--- src/rtl/wdt_kwd_pkg.sv ---
package wdt_kwd_pkg;

   localparam int KEY_W = 2;

   typedef enum logic [KEY_W-1:0] {
      KEY_IDLE = 2'd0,
      KEY_ARM  = 2'd1,
      KEY_FIRE = 2'd2,
      KEY_JUNK = 2'd3
   } key_code_e;

   // index of each command field in the field array
   localparam int FLD_TOG = 0;
   localparam int FLD_RLD = 1;
   localparam int N_FLD   = 2;

endpackage

--- src/rtl/wdt_kwd_key.sv ---
module wdt_kwd_key
   import wdt_kwd_pkg::*;
(
   input  logic             clk,
   input  logic             rst_n,
   input  logic             wr_i,
   input  logic [KEY_W-1:0] code_i,
   output logic             fire_o
);

   logic      armed_q;
   key_code_e code;

   assign code   = key_code_e'(code_i);
   assign fire_o = wr_i && (code == KEY_FIRE) && armed_q;

   // any control write re-decides the pending key: only an ARM code keeps it
   always_ff @(posedge clk) begin
      if (!rst_n) begin
         armed_q <= 1'b0;
      end else if (wr_i) begin
         armed_q <= (code == KEY_ARM);
      end
   end

endmodule

--- src/rtl/wdt_kwd_count.sv ---
module wdt_kwd_count #(
   parameter int CNT_W      = 32,
   parameter int RLD_W      = 24,
   parameter int RST_CYCLES = 16
) (
   input  logic             clk,
   input  logic             rst_n,
   input  logic             tog_i,
   input  logic             rld_i,
   input  logic [RLD_W-1:0] load_i,
   output logic             en_o,
   output logic [CNT_W-1:0] cnt_o,
   output logic             rst_pulse_o
);

   localparam int SHIFT  = CNT_W - RLD_W;
   localparam int RSTC_W = $clog2(RST_CYCLES + 1);
   localparam logic [RSTC_W-1:0] RSTC_INIT = RSTC_W'(RST_CYCLES);
   localparam logic [CNT_W-1:0]  CNT_ONE   = {{(CNT_W-1){1'b0}}, 1'b1};
   localparam logic [RSTC_W-1:0] RSTC_ONE  = {{(RSTC_W-1){1'b0}}, 1'b1};

   logic              en_q;
   logic [CNT_W-1:0]  cnt_q;
   logic [RSTC_W-1:0] pulse_q;
   logic [CNT_W-1:0]  load_full;
   logic              expire;
   logic              start;

   assign load_full = {load_i, {SHIFT{1'b0}}};
   assign expire    = en_q && (cnt_q == '0);
   assign start     = tog_i && !en_q;

   always_ff @(posedge clk) begin
      if (!rst_n) begin
         en_q <= 1'b0;
      end else if (tog_i) begin
         en_q <= !en_q;
      end else if (expire) begin
         en_q <= 1'b0;
      end
   end

   always_ff @(posedge clk) begin
      if (!rst_n) begin
         cnt_q <= '0;
      end else if (start || rld_i) begin
         cnt_q <= load_full;
      end else if (en_q && (cnt_q != '0)) begin
         cnt_q <= cnt_q - CNT_ONE;
      end
   end

   always_ff @(posedge clk) begin
      if (!rst_n) begin
         pulse_q <= '0;
      end else if (expire) begin
         pulse_q <= RSTC_INIT;
      end else if (pulse_q != '0) begin
         pulse_q <= pulse_q - RSTC_ONE;
      end
   end

   assign en_o        = en_q;
   assign cnt_o       = cnt_q;
   assign rst_pulse_o = (pulse_q != '0);

endmodule

--- src/rtl/wdt_kwd_irq.sv ---
module wdt_kwd_irq #(
   parameter int CNT_W  = 32,
   parameter int RLD_W  = 24,
   parameter bit IRQ_EN = 1'b1
) (
   input  logic             clk,
   input  logic             rst_n,
   input  logic             en_i,
   input  logic [CNT_W-1:0] cnt_i,
   input  logic [RLD_W-1:0] thr_i,
   input  logic             clr_i,
   output logic             flag_o
);

   localparam int SHIFT = CNT_W - RLD_W;

   generate
      if (IRQ_EN) begin : g_irq
         logic flag_q;
         logic hit;

         assign hit = en_i && (thr_i != '0) && (cnt_i == {thr_i, {SHIFT{1'b0}}});

         // a new crossing wins over a clear in the same cycle
         always_ff @(posedge clk) begin
            if (!rst_n) begin
               flag_q <= 1'b0;
            end else if (hit) begin
               flag_q <= 1'b1;
            end else if (clr_i) begin
               flag_q <= 1'b0;
            end
         end
         assign flag_o = flag_q;
      end else begin : g_no_irq
         logic unused;
         assign unused = ^{en_i, cnt_i, thr_i, clr_i, clk, rst_n};
         assign flag_o = 1'b0;
      end
   endgenerate

endmodule

--- src/rtl/wdt_kwd_top.sv ---
module wdt_kwd_top
   import wdt_kwd_pkg::*;
#(
   parameter int DATA_W     = 32,
   parameter int CNT_W      = 32,
   parameter int RLD_W      = 24,
   parameter int TOG_LSB    = 24,
   parameter int RLD_LSB    = 26,
   parameter int FLAG_BIT   = 30,
   parameter int STAT_BIT   = 31,
   parameter int RST_CYCLES = 16,
   parameter bit IRQ_EN     = 1'b1
) (
   input  logic              clk,
   input  logic              rst_n,
   input  logic              wr_en_i,
   input  logic              rd_en_i,
   input  logic              addr_i,
   input  logic [DATA_W-1:0] wr_data_i,
   output logic [DATA_W-1:0] rd_data_o,
   output logic              wdt_rst_o,
   output logic              irq_o
);

   localparam int SHIFT = CNT_W - RLD_W;
   localparam int FLD_LSB [N_FLD] = '{TOG_LSB, RLD_LSB};

   // elaboration-time parameter checks
   generate
      if (RLD_W >= CNT_W) begin : g_err_w
         $error("reload field must be narrower than the counter");
      end
      if (RLD_W > TOG_LSB || RLD_W > RLD_LSB) begin : g_err_ovl
         $error("command fields overlap the reload field");
      end
      if (TOG_LSB + KEY_W > DATA_W || RLD_LSB + KEY_W > DATA_W) begin : g_err_fld
         $error("command field outside the data word");
      end
      if (STAT_BIT >= DATA_W || FLAG_BIT >= DATA_W || STAT_BIT == FLAG_BIT) begin : g_err_stat
         $error("status bit placement invalid");
      end
      if (RST_CYCLES < 1) begin : g_err_rst
         $error("reset pulse needs at least one cycle");
      end
   endgenerate

   logic              ctrl_wr;
   logic [N_FLD-1:0]  fire;
   logic              en_q;
   logic [CNT_W-1:0]  cnt_q;
   logic [RLD_W-1:0]  thr_q;
   logic              irq_flag;
   logic              rld_apply;
   logic              irq_clr;
   logic [DATA_W-1:0] status;

   assign ctrl_wr = wr_en_i && !addr_i;

   generate
      for (genvar g = 0; g < N_FLD; g++) begin : g_key
         wdt_kwd_key u_key (
            .clk    (clk),
            .rst_n  (rst_n),
            .wr_i   (ctrl_wr),
            .code_i (wr_data_i[FLD_LSB[g] +: KEY_W]),
            .fire_o (fire[g])
         );
      end
   endgenerate

   // restart acts only on a running timer that this write does not stop
   assign rld_apply = fire[FLD_RLD] && en_q && !fire[FLD_TOG];

   wdt_kwd_count #(
      .CNT_W      (CNT_W),
      .RLD_W      (RLD_W),
      .RST_CYCLES (RST_CYCLES)
   ) u_count (
      .clk         (clk),
      .rst_n       (rst_n),
      .tog_i       (fire[FLD_TOG]),
      .rld_i       (rld_apply),
      .load_i      (wr_data_i[RLD_W-1:0]),
      .en_o        (en_q),
      .cnt_o       (cnt_q),
      .rst_pulse_o (wdt_rst_o)
   );

   always_ff @(posedge clk) begin
      if (!rst_n) begin
         thr_q <= '0;
      end else if (wr_en_i && addr_i) begin
         thr_q <= wr_data_i[RLD_W-1:0];
      end
   end

   assign irq_clr = (rd_en_i && !addr_i) || rld_apply;

   wdt_kwd_irq #(
      .CNT_W  (CNT_W),
      .RLD_W  (RLD_W),
      .IRQ_EN (IRQ_EN)
   ) u_irq (
      .clk    (clk),
      .rst_n  (rst_n),
      .en_i   (en_q),
      .cnt_i  (cnt_q),
      .thr_i  (thr_q),
      .clr_i  (irq_clr),
      .flag_o (irq_flag)
   );

   always_comb begin
      status                = '0;
      status[RLD_W-1:0]     = cnt_q[CNT_W-1:SHIFT];
      status[FLAG_BIT]      = irq_flag;
      status[STAT_BIT]      = en_q;
   end

   assign rd_data_o = addr_i ? {{(DATA_W-RLD_W){1'b0}}, thr_q} : status;
   assign irq_o     = irq_flag;

endmodule

--- config.mk ---
export PLATFORM = sky130hd
export DESIGN_NAME = wdt_kwd_top
export DESIGN_NICKNAME = d
export VERILOG_FILES = /design/src/rtl/wdt_kwd_pkg.sv /design/src/rtl/wdt_kwd_key.sv /design/src/rtl/wdt_kwd_count.sv /design/src/rtl/wdt_kwd_irq.sv /design/src/rtl/wdt_kwd_top.sv
export SDC_FILE = /design/constraint.sdc
export NUM_CORES = 1
export LEC_CHECK = 0
export ABC_AREA = 0
export CAP_MARGIN = 20
export CORE_MARGIN = 5
export CORE_UTILIZATION = 47
export CTS_BUF_LIST = sky130_fd_sc_hd__clkbuf_8
export DETAILED_ROUTE_END_ITERATION = 8
export GPL_TIMING_DRIVEN = 0
export PLACE_DENSITY = 0.73
export SLEW_MARGIN = 10
export SYNTH_ARGS = -nofsm -noshare
export SYNTH_HDL_FRONTEND = slang
export SYNTH_SLANG_ARGS = --single-unit
--- constraint.sdc ---
create_clock -name clk -period 7.5 [get_ports clk]
set_input_delay 0.75 -clock clk [delete_from_list [all_inputs] [get_ports clk]]
set_output_delay 0.75 -clock clk [all_outputs]
set_load 0.005 [all_outputs]
==> flow_metrics.py, run 1 <==
metrics = {
    "run_status": {
        "outcome": "finished, final reports clean",
    },
    "cts": {
        "clock_tree_root_driver_cell": "sky130_fd_sc_hd__clkbuf_8",
        "hold_buffers": 0,
        "ctsResizeCount": 0,
        "clkSinkCount": 65,
        "worst_skew_pair.late_latency_ps": 350,
        "cts_buffers": 9,
        "cts.path.max_buffers": 2,
        "cts_tree": "built",
        "clkSlewWorstSetupHoldPaths_ps": 70,
        "cts_post_setup_buffers_inserted": 0,
        "h-tree-depth": 3,
    },
    "routing": {
        "route.met3.wl_um": 1020,
        "detail_route.wirelength.met1_um": 5230,
        "avgViaCountPerCell": 5.82,
        "vias": 3909,
        "drt_pass_1_iters": 5,
        "wl_um": 12100,
        "detail_route.wl_per_cell_um": 18.0,
        "route.top_layer_used": "met4",
        "number_of_nets_still_failing_antenna_checks_after_routing": 0,
        "detailedRoute.firstIterationViolations": 359,
        "remaining_drc_errors": 0,
        "met2WireLength_um": 5620,
    },
    "layout": {
        "nFillCells": 762,
        "core_occupancy_in_the_finished_layout_pct": 59.6,
        "fin_area_um2": 4850,
        "flow.area_growth_from_synthesis_pct": 24.4,
        "seqCellArea_um2": 1300,
        "fin_nets": 602,
        "area_used_by_multi_input_combinational_logic_um2": 2370,
        "post_route_cells_drive_above_1_share_pct": 12.3,
        "diodes": 0,
    },
    "yosys": {
        "yosysWarnings": 0,
        "gate_count_after_technology_mapping": 486,
        "synth_seq_cells": 65,
        "synthesis.area_per_instance_um2": 8.02,
        "top_area_cell_type_share_of_the_netlist_area_pct": 33.4,
        "synth_seq_area_share_pct": 33.4,
        "cell_area_synth_um2": 3900,
        "post-synth-top-area-cell": "sky130_fd_sc_hd__dfxtp_1",
        "dominantRegCellSynth": "sky130_fd_sc_hd__dfxtp_1",
        "synth_enable_flop_cells": 0,
        "synth_async_sr_flop_share_pct": 0,
        "synth_area_leaders": "sky130_fd_sc_hd__dfxtp_1 (33%), sky130_fd_sc_hd__nand2_1 (7.5%), sky130_fd_sc_hd__mux2_2 (7.2%)",
        "ys_types": 57,
    },
    "global_routing": {
        "first_global_vias": 3721,
        "pin_count_of_the_biggest_net_entering_global_routing": 12,
        "grt_remaining_overflow": 0,
        "first_pass_grt_wire_length_um": 19000,
        "grtUsageTotal_pct": 23.8,
        "antenna_found_initial": 0,
    },
    "sta": {
        "final_hold_violations": 0,
        "period_needed_ps": 3960,
        "hold-worst-slack_ps": 460,
        "finalMaxSlewViolations": 0,
        "finalSetupViolations": 0,
        "tns_ps": 0,
        "unrepaired_setup_endpoints_after_global_routing": "no",
        "worst_tran_pin_value_ps": 918,
        "min_period_over_period_pct": 52.8,
        "layout_setup_ws_ps": 3540,
        "max-slew-margin-rel_pct": 37.9,
        "clock_skew_ps": 6.59,
        "maxClockFrequency_mhz": 253,
    },
    "critical_path": {
        "critPathArrivalTime_ps": 3210,
        "startpoint_class_of_the_critical_path": "primary input",
        "setup.reg_to_reg.worst_slack_ps": 4280,
        "critPathMaxFanout": 10,
        "criticalPathCategory": "in2out",
        "cp-end-kind": "output port",
        "timing.critical_path.required_ps": 6750,
    },
    "floorplanning": {
        "die_ht_um": 101,
        "dieWidth_um": 101,
        "initial_utilization_pct": 47.9,
        "placement_rows": 33,
        "floorplan.io_pins": 71,
        "dieArea_um2": 10200,
        "fp.coreArea_um2": 8130,
    },
    "placement": {
        "number_of_buffers_added_on_ports": 60,
        "finalWeightedCongestion": 0.911,
        "preCtsSetupSlack_ps": 3550,
        "place_area_um2": 4650,
        "place.detailed.hpwl_um": 8950,
    },
    "power": {
        "worst_ir_drop_vdd_v": 0.0000959,
        "power.leakage_uw": 0.00191,
        "p_per_area_nw_per_um2": 173,
    },
    "hold_path": {
        "hold_class": "reg2reg",
    },
    "run": {
        "maxCapViolations": 0,
    },
}
cell families after synthesis:
| group | share of synthesized area (%) |
|---|---|
| AO/OA/AOI/OAI | 15.1 |
| XOR/XNOR | 8.77 |
| adder cells (fa/ha/maj) | 0.963 |
| buffers and inverters | 6.20 |
| flip-flops | 33.4 |
| multiplexers | 7.23 |
| other | 0.0962 |
| AND/OR/NAND/NOR | 28.3 |
cells in the mapped netlist, types with 4 or more instances:
| cell type | n |
|---|---|
| sky130_fd_sc_hd__o21ai_1 | 11 |
| sky130_fd_sc_hd__clkbuf_1 | 20 |
| sky130_fd_sc_hd__nand3b_1 | 6 |
| sky130_fd_sc_hd__nor4_1 | 23 |
| sky130_fd_sc_hd__buf_1 | 5 |
| sky130_fd_sc_hd__nor3_1 | 20 |
| sky130_fd_sc_hd__o211ai_1 | 4 |
| sky130_fd_sc_hd__a21oi_1 | 39 |
| sky130_fd_sc_hd__a32oi_1 | 5 |
| sky130_fd_sc_hd__or4_4 | 4 |
| sky130_fd_sc_hd__xnor2_1 | 18 |
| sky130_fd_sc_hd__inv_1 | 7 |
| sky130_fd_sc_hd__o21ai_0 | 7 |
| sky130_fd_sc_hd__or4_1 | 5 |
| sky130_fd_sc_hd__mux2_2 | 25 |
| sky130_fd_sc_hd__buf_6 | 5 |
| sky130_fd_sc_hd__dfxtp_1 | 65 |
| sky130_fd_sc_hd__nor2_1 | 28 |
| sky130_fd_sc_hd__or3_1 | 6 |
| sky130_fd_sc_hd__xor2_1 | 21 |
| sky130_fd_sc_hd__buf_4 | 6 |
| sky130_fd_sc_hd__nand3_1 | 17 |
| sky130_fd_sc_hd__a22oi_1 | 5 |
| sky130_fd_sc_hd__nand4_1 | 5 |
| sky130_fd_sc_hd__nand2_1 | 78 |
| sky130_fd_sc_hd__buf_2 | 4 |
routing by layer:
| layer | vias up | track usage (%) |
|---|---|---|
| met2 | 198 | 38.9 |
| met1 | 1803 | 31.4 |
| met3 | 29 | 5.54 |
| met4 | 0 | 6.24 |
| li1 | 1879 | - |
| met5 | - | 0 |
final cells by class:
cell class,count,area share [%]
flip-flops and latches,65,26.8
inverters,7,0.542
clock inverters,3,0.465
multi-input cells,379,48.9
repair buffers,60,12.4
clock buffers,13,3.69
plain buffers,40,4.44
well taps,105,2.71
stage by stage:
stage | power (uW) | std cells
global route | 871 | 672
finish | 838 | 672
floorplan | 479 | 491
detailed placement | 544 | 656
global placement | 537 | 656
CTS | 841 | 672
where the power goes:
group	switching, uW	total, uW	leakage [uW]	internal (uW)
registers	16.1	379	0.000528	363
clock network	145	301	0.0000939	156
logic	79.2	157	0.00129	78.1
flip-flops by register name, summed over array words and instances (netlist names):
register,cells
u_count.cnt_o,32
thr_q,24
u_count.pulse_q,5
g_key.u_key.armed_q,2
u_count.en_o,1
u_irq.flag_o,1
cells in the final DEF (no fill, tap or decap), types with 6 or more instances in the layout:
cell type	Yosys	layout
sky130_fd_sc_hd__a21oi_1	39	39
sky130_fd_sc_hd__buf_4	6	6
sky130_fd_sc_hd__clkbuf_1	20	20
sky130_fd_sc_hd__clkbuf_8	0	13
sky130_fd_sc_hd__clkdlybuf4s50_1	0	60
sky130_fd_sc_hd__conb_1	1	6
sky130_fd_sc_hd__dfxtp_1	65	65
sky130_fd_sc_hd__inv_1	7	7
sky130_fd_sc_hd__mux2_2	25	25
sky130_fd_sc_hd__nand2_1	78	78
sky130_fd_sc_hd__nand3_1	17	17
sky130_fd_sc_hd__nand3b_1	6	6
sky130_fd_sc_hd__nor2_1	28	28
sky130_fd_sc_hd__nor3_1	20	20
sky130_fd_sc_hd__nor4_1	23	23
sky130_fd_sc_hd__o21ai_0	7	7
sky130_fd_sc_hd__o21ai_1	11	11
sky130_fd_sc_hd__or3_1	6	6
sky130_fd_sc_hd__xnor2_1	18	18
sky130_fd_sc_hd__xor2_1	21	21
critical path, cell delays in order:
cell	delay [ps]
sky130_fd_sc_hd__clkdlybuf4s50_1	530
sky130_fd_sc_hd__buf_1	510
sky130_fd_sc_hd__buf_1	550
sky130_fd_sc_hd__mux2_2	420
sky130_fd_sc_hd__clkdlybuf4s50_1	450
final timing paths:
kind | from | endpoint | cells past startpoint
worst max-delay path | addr_i | rd_data_o[23] | 5
worst min-delay path | g_key[1].u_key.armed_q | g_key[1].u_key.armed_q | 2
worst max register to register | u_count.cnt_o[0] | u_count.cnt_o[28] | 9
worst min register to register | g_key[1].u_key.armed_q | g_key[1].u_key.armed_q | 2
(Power assumes the default switching activity.)
==> run 2: changes to the inputs <==
- PLACE_DENSITY: 0.73 -> 0.76
- clock period: 7.5 -> 3.2 ns (I/O delays scaled with it)
==> run 2 against run 1 <==
Wire length increased by 1.4%. Via count grew 1.5%. Cell area shrank 0.67%. Setup slack got worse by 3400 ps. Hold slack worse by 5.2 ps. Count of clock-buffer cells in the layout down 4. Non-clock buffer count unchanged. First-iteration DRC count up 5.3%.
==> flow_metrics.py, run 2 (synthesis gave the netlist of run 1 again) <==
metrics = {
    "sta": {
        "unrepaired_setup_endpoints_after_global_routing": "no",
        "final_hold_violations": 0,
        "finalMaxSlewViolations": 0,
        "min_period_over_period_pct": 96.6,
        "finalSetupViolations": 0,
        "tns_ps": 0,
        "max-slew-margin-rel_pct": 54.0,
        "maxClockFrequency_mhz": 323,
        "period_needed_ps": 3090,
        "worst_tran_pin_value_ps": 684,
        "clock_skew_ps": 6.97,
    },
    "global_routing": {
        "antenna_found_initial": 0,
        "grtUsageTotal_pct": 24.1,
        "first_pass_grt_wire_length_um": 19400,
        "grt_remaining_overflow": 0,
        "pin_count_of_the_biggest_net_entering_global_routing": 12,
        "first_global_vias": 3879,
    },
    "power": {
        "p_per_area_nw_per_um2": 388,
        "power.sequential.fraction_pct": 47.6,
        "power.leakage_uw": 0.00191,
        "power.clock.fraction_pct": 32.8,
        "internal-power_uw": 1310,
        "part_of_the_total_power_dissipated_in_combinational_logic_pct": 19.6,
        "worst_ir_drop_vdd_v": 0.000184,
        "switching_share_pct": 30.1,
        "power.switching_uw": 562,
    },
    "critical_path": {
        "critPathMaxFanout": 10,
        "critical-path-slowest-cell": "sky130_fd_sc_hd__buf_1",
        "setup.reg_to_reg.worst_slack_ps": 250,
        "cp-end-kind": "output port",
        "criticalPathCategory": "in2out",
        "cp_slowest_stage_delay_ps": 550,
        "critical_path.cell_chain": "clkdlybuf4s50_1 -> buf_1 -> buf_1 -> mux2_2 -> clkdlybuf4s50_1",
        "critical_path.n_buffers_inverters": 4,
        "startpoint_class_of_the_critical_path": "primary input",
        "timing.critical_path.max_delay_family": "buffers and inverters",
        "r2r.worst_path.cells": 9,
        "critPathArrivalTime_ps": 2770,
        "rr_endpoint": "u_count.cnt_o[16]",
        "timing.critical_path.required_ps": 2880,
        "crit-reg2reg-launch": "u_count.cnt_o[0]",
    },
    "layout": {
        "final_cell_count_no_fill": 672,
        "core_occupancy_in_the_finished_layout_pct": 59.2,
        "nFillCells": 770,
        "flow.area_growth_from_synthesis_pct": 23.6,
        "post_route_cells_drive_above_1_share_pct": 12.3,
        "diodes": 0,
        "fin_nets": 602,
        "area_used_by_multi_input_combinational_logic_um2": 2380,
        "layout.cells.most_common_list": "sky130_fd_sc_hd__nand2_1 (78), sky130_fd_sc_hd__dfxtp_1 (65), sky130_fd_sc_hd__clkdlybuf4s50_1 (60)",
        "seqCellArea_um2": 1300,
        "largest_register_ffs": 32,
        "mostFrequentLayoutCell": "sky130_fd_sc_hd__nand2_1",
    },
    "cts": {
        "cts.path.max_buffers": 2,
        "clkSlewWorstSetupHoldPaths_ps": 70,
        "hold_buffers": 0,
        "h-tree-depth": 3,
        "clock_tree_root_driver_cell": "sky130_fd_sc_hd__clkbuf_8",
        "worst_skew_pair.late_latency_ps": 350,
        "cts_buffers": 9,
        "cts_tree": "built",
        "clkSinkCount": 65,
    },
    "run_status": {
        "outcome": "finished, final reports clean",
    },
    "routing": {
        "drt_pass_1_iters": 6,
        "vias": 3969,
        "wl_um": 12200,
        "detailedRoute.firstIterationViolations": 378,
        "remaining_drc_errors": 0,
        "number_of_nets_still_failing_antenna_checks_after_routing": 0,
        "detail_route.wl_per_cell_um": 18.2,
        "avgViaCountPerCell": 5.91,
    },
    "placement": {
        "place_inst": 656,
        "number_of_buffers_added_on_ports": 60,
        "place.detailed.hpwl_um": 8960,
        "finalWeightedCongestion": 0.923,
    },
    "floorplanning": {
        "dieWidth_um": 101,
        "die_ht_um": 101,
        "fp.coreArea_um2": 8130,
        "dieArea_um2": 10200,
        "floorplan.io_pins": 71,
        "placement_rows": 33,
        "initial_utilization_pct": 47.9,
    },
    "hold_path": {
        "min_from": "g_key[0].u_key.armed_q",
        "worst_hold_path.num_cells": 2,
        "hold-path-endpoint": "g_key[0].u_key.armed_q",
        "hold_class": "reg2reg",
    },
    "run": {
        "maxCapViolations": 0,
    },
}
==> run 2: repair_timing <==
| action | 4_1_cts | 5_1_grt |
|---|---|---|
| endpoints found under the setup margin | 0 | 1 |
| gates resized for setup | 0 | 1 |
| buffers inserted | 0 | 0 |
==> run 2: how the worst max path moves through the flow <==
| stage | slack [ps] | end | startpoint | cells past startpoint |
|---|---|---|---|---|
| 2_1_floorplan | 760 | u_count.cnt_o[28] | u_count.cnt_o[0] | 9 |
| 3_3_place_gp | 150 | rd_data_o[23] | addr_i | 5 |
| 3_5_place_dp | 50 | u_count.cnt_o[28] | u_count.cnt_o[0] | 9 |
| 4_1_cts | 40 | u_count.cnt_o[28] | u_count.cnt_o[0] | 9 |
| 5_1_grt | 5 | rd_data_o[23] | addr_i | 5 |
| 6_report | 110 | rd_data_o[23] | addr_i | 5 |
==> run 2: layout make-up <==
class                           count  area share, %
Tap cell                          105           2.73
Multi-Input combinational cell    379           49.4
Inverter                            7          0.546
Clock inverter                      7          0.805
Buffer                             40           4.47
Sequential cell                    65           27.0
Timing Repair Buffer               60           12.5
Clock buffer                        9           2.57
==> run 2: power groups by stage <==
stage               registers [uW]  clock network (uW)  logic, uW
finish                         889                 612        367
global route                   894                 649        410
CTS                            888                 612        366
detailed placement             906                   0        364
global placement               903                   0        354
floorplan                      896                   0        227
==> run 2: per-layer routing <==
| layer | global-route usage, % | share of wire, % |
|---|---|---|
| met1 | 32.2 | 44 |
| met3 | 4.22 | 7.8 |
| met4 | 7.98 | 2.0 |
| met2 | 39.2 | 46 |
| met5 | 0 | 0 |
==> run 2: per-stage QoR <==
stage	cell area, um^2	total power, uW	hold slack (ps)	worst slack [ps]
3_5_place_dp	4650	1270	445	53.9
3_3_place_gp	4650	1260	435	145
5_1_grt	4820	1950	472	5.41
4_1_cts	4810	1870	455	43.9
2_1_floorplan	3920	1120	428	760
6_report	4820	1870	455	107
==> run 2: worst min-delay path: stages, from the launching register on <==
cell and delay [ps]:
sky130_fd_sc_hd__dfxtp_1 310, sky130_fd_sc_hd__nand2_1 50, sky130_fd_sc_hd__a21oi_1 50
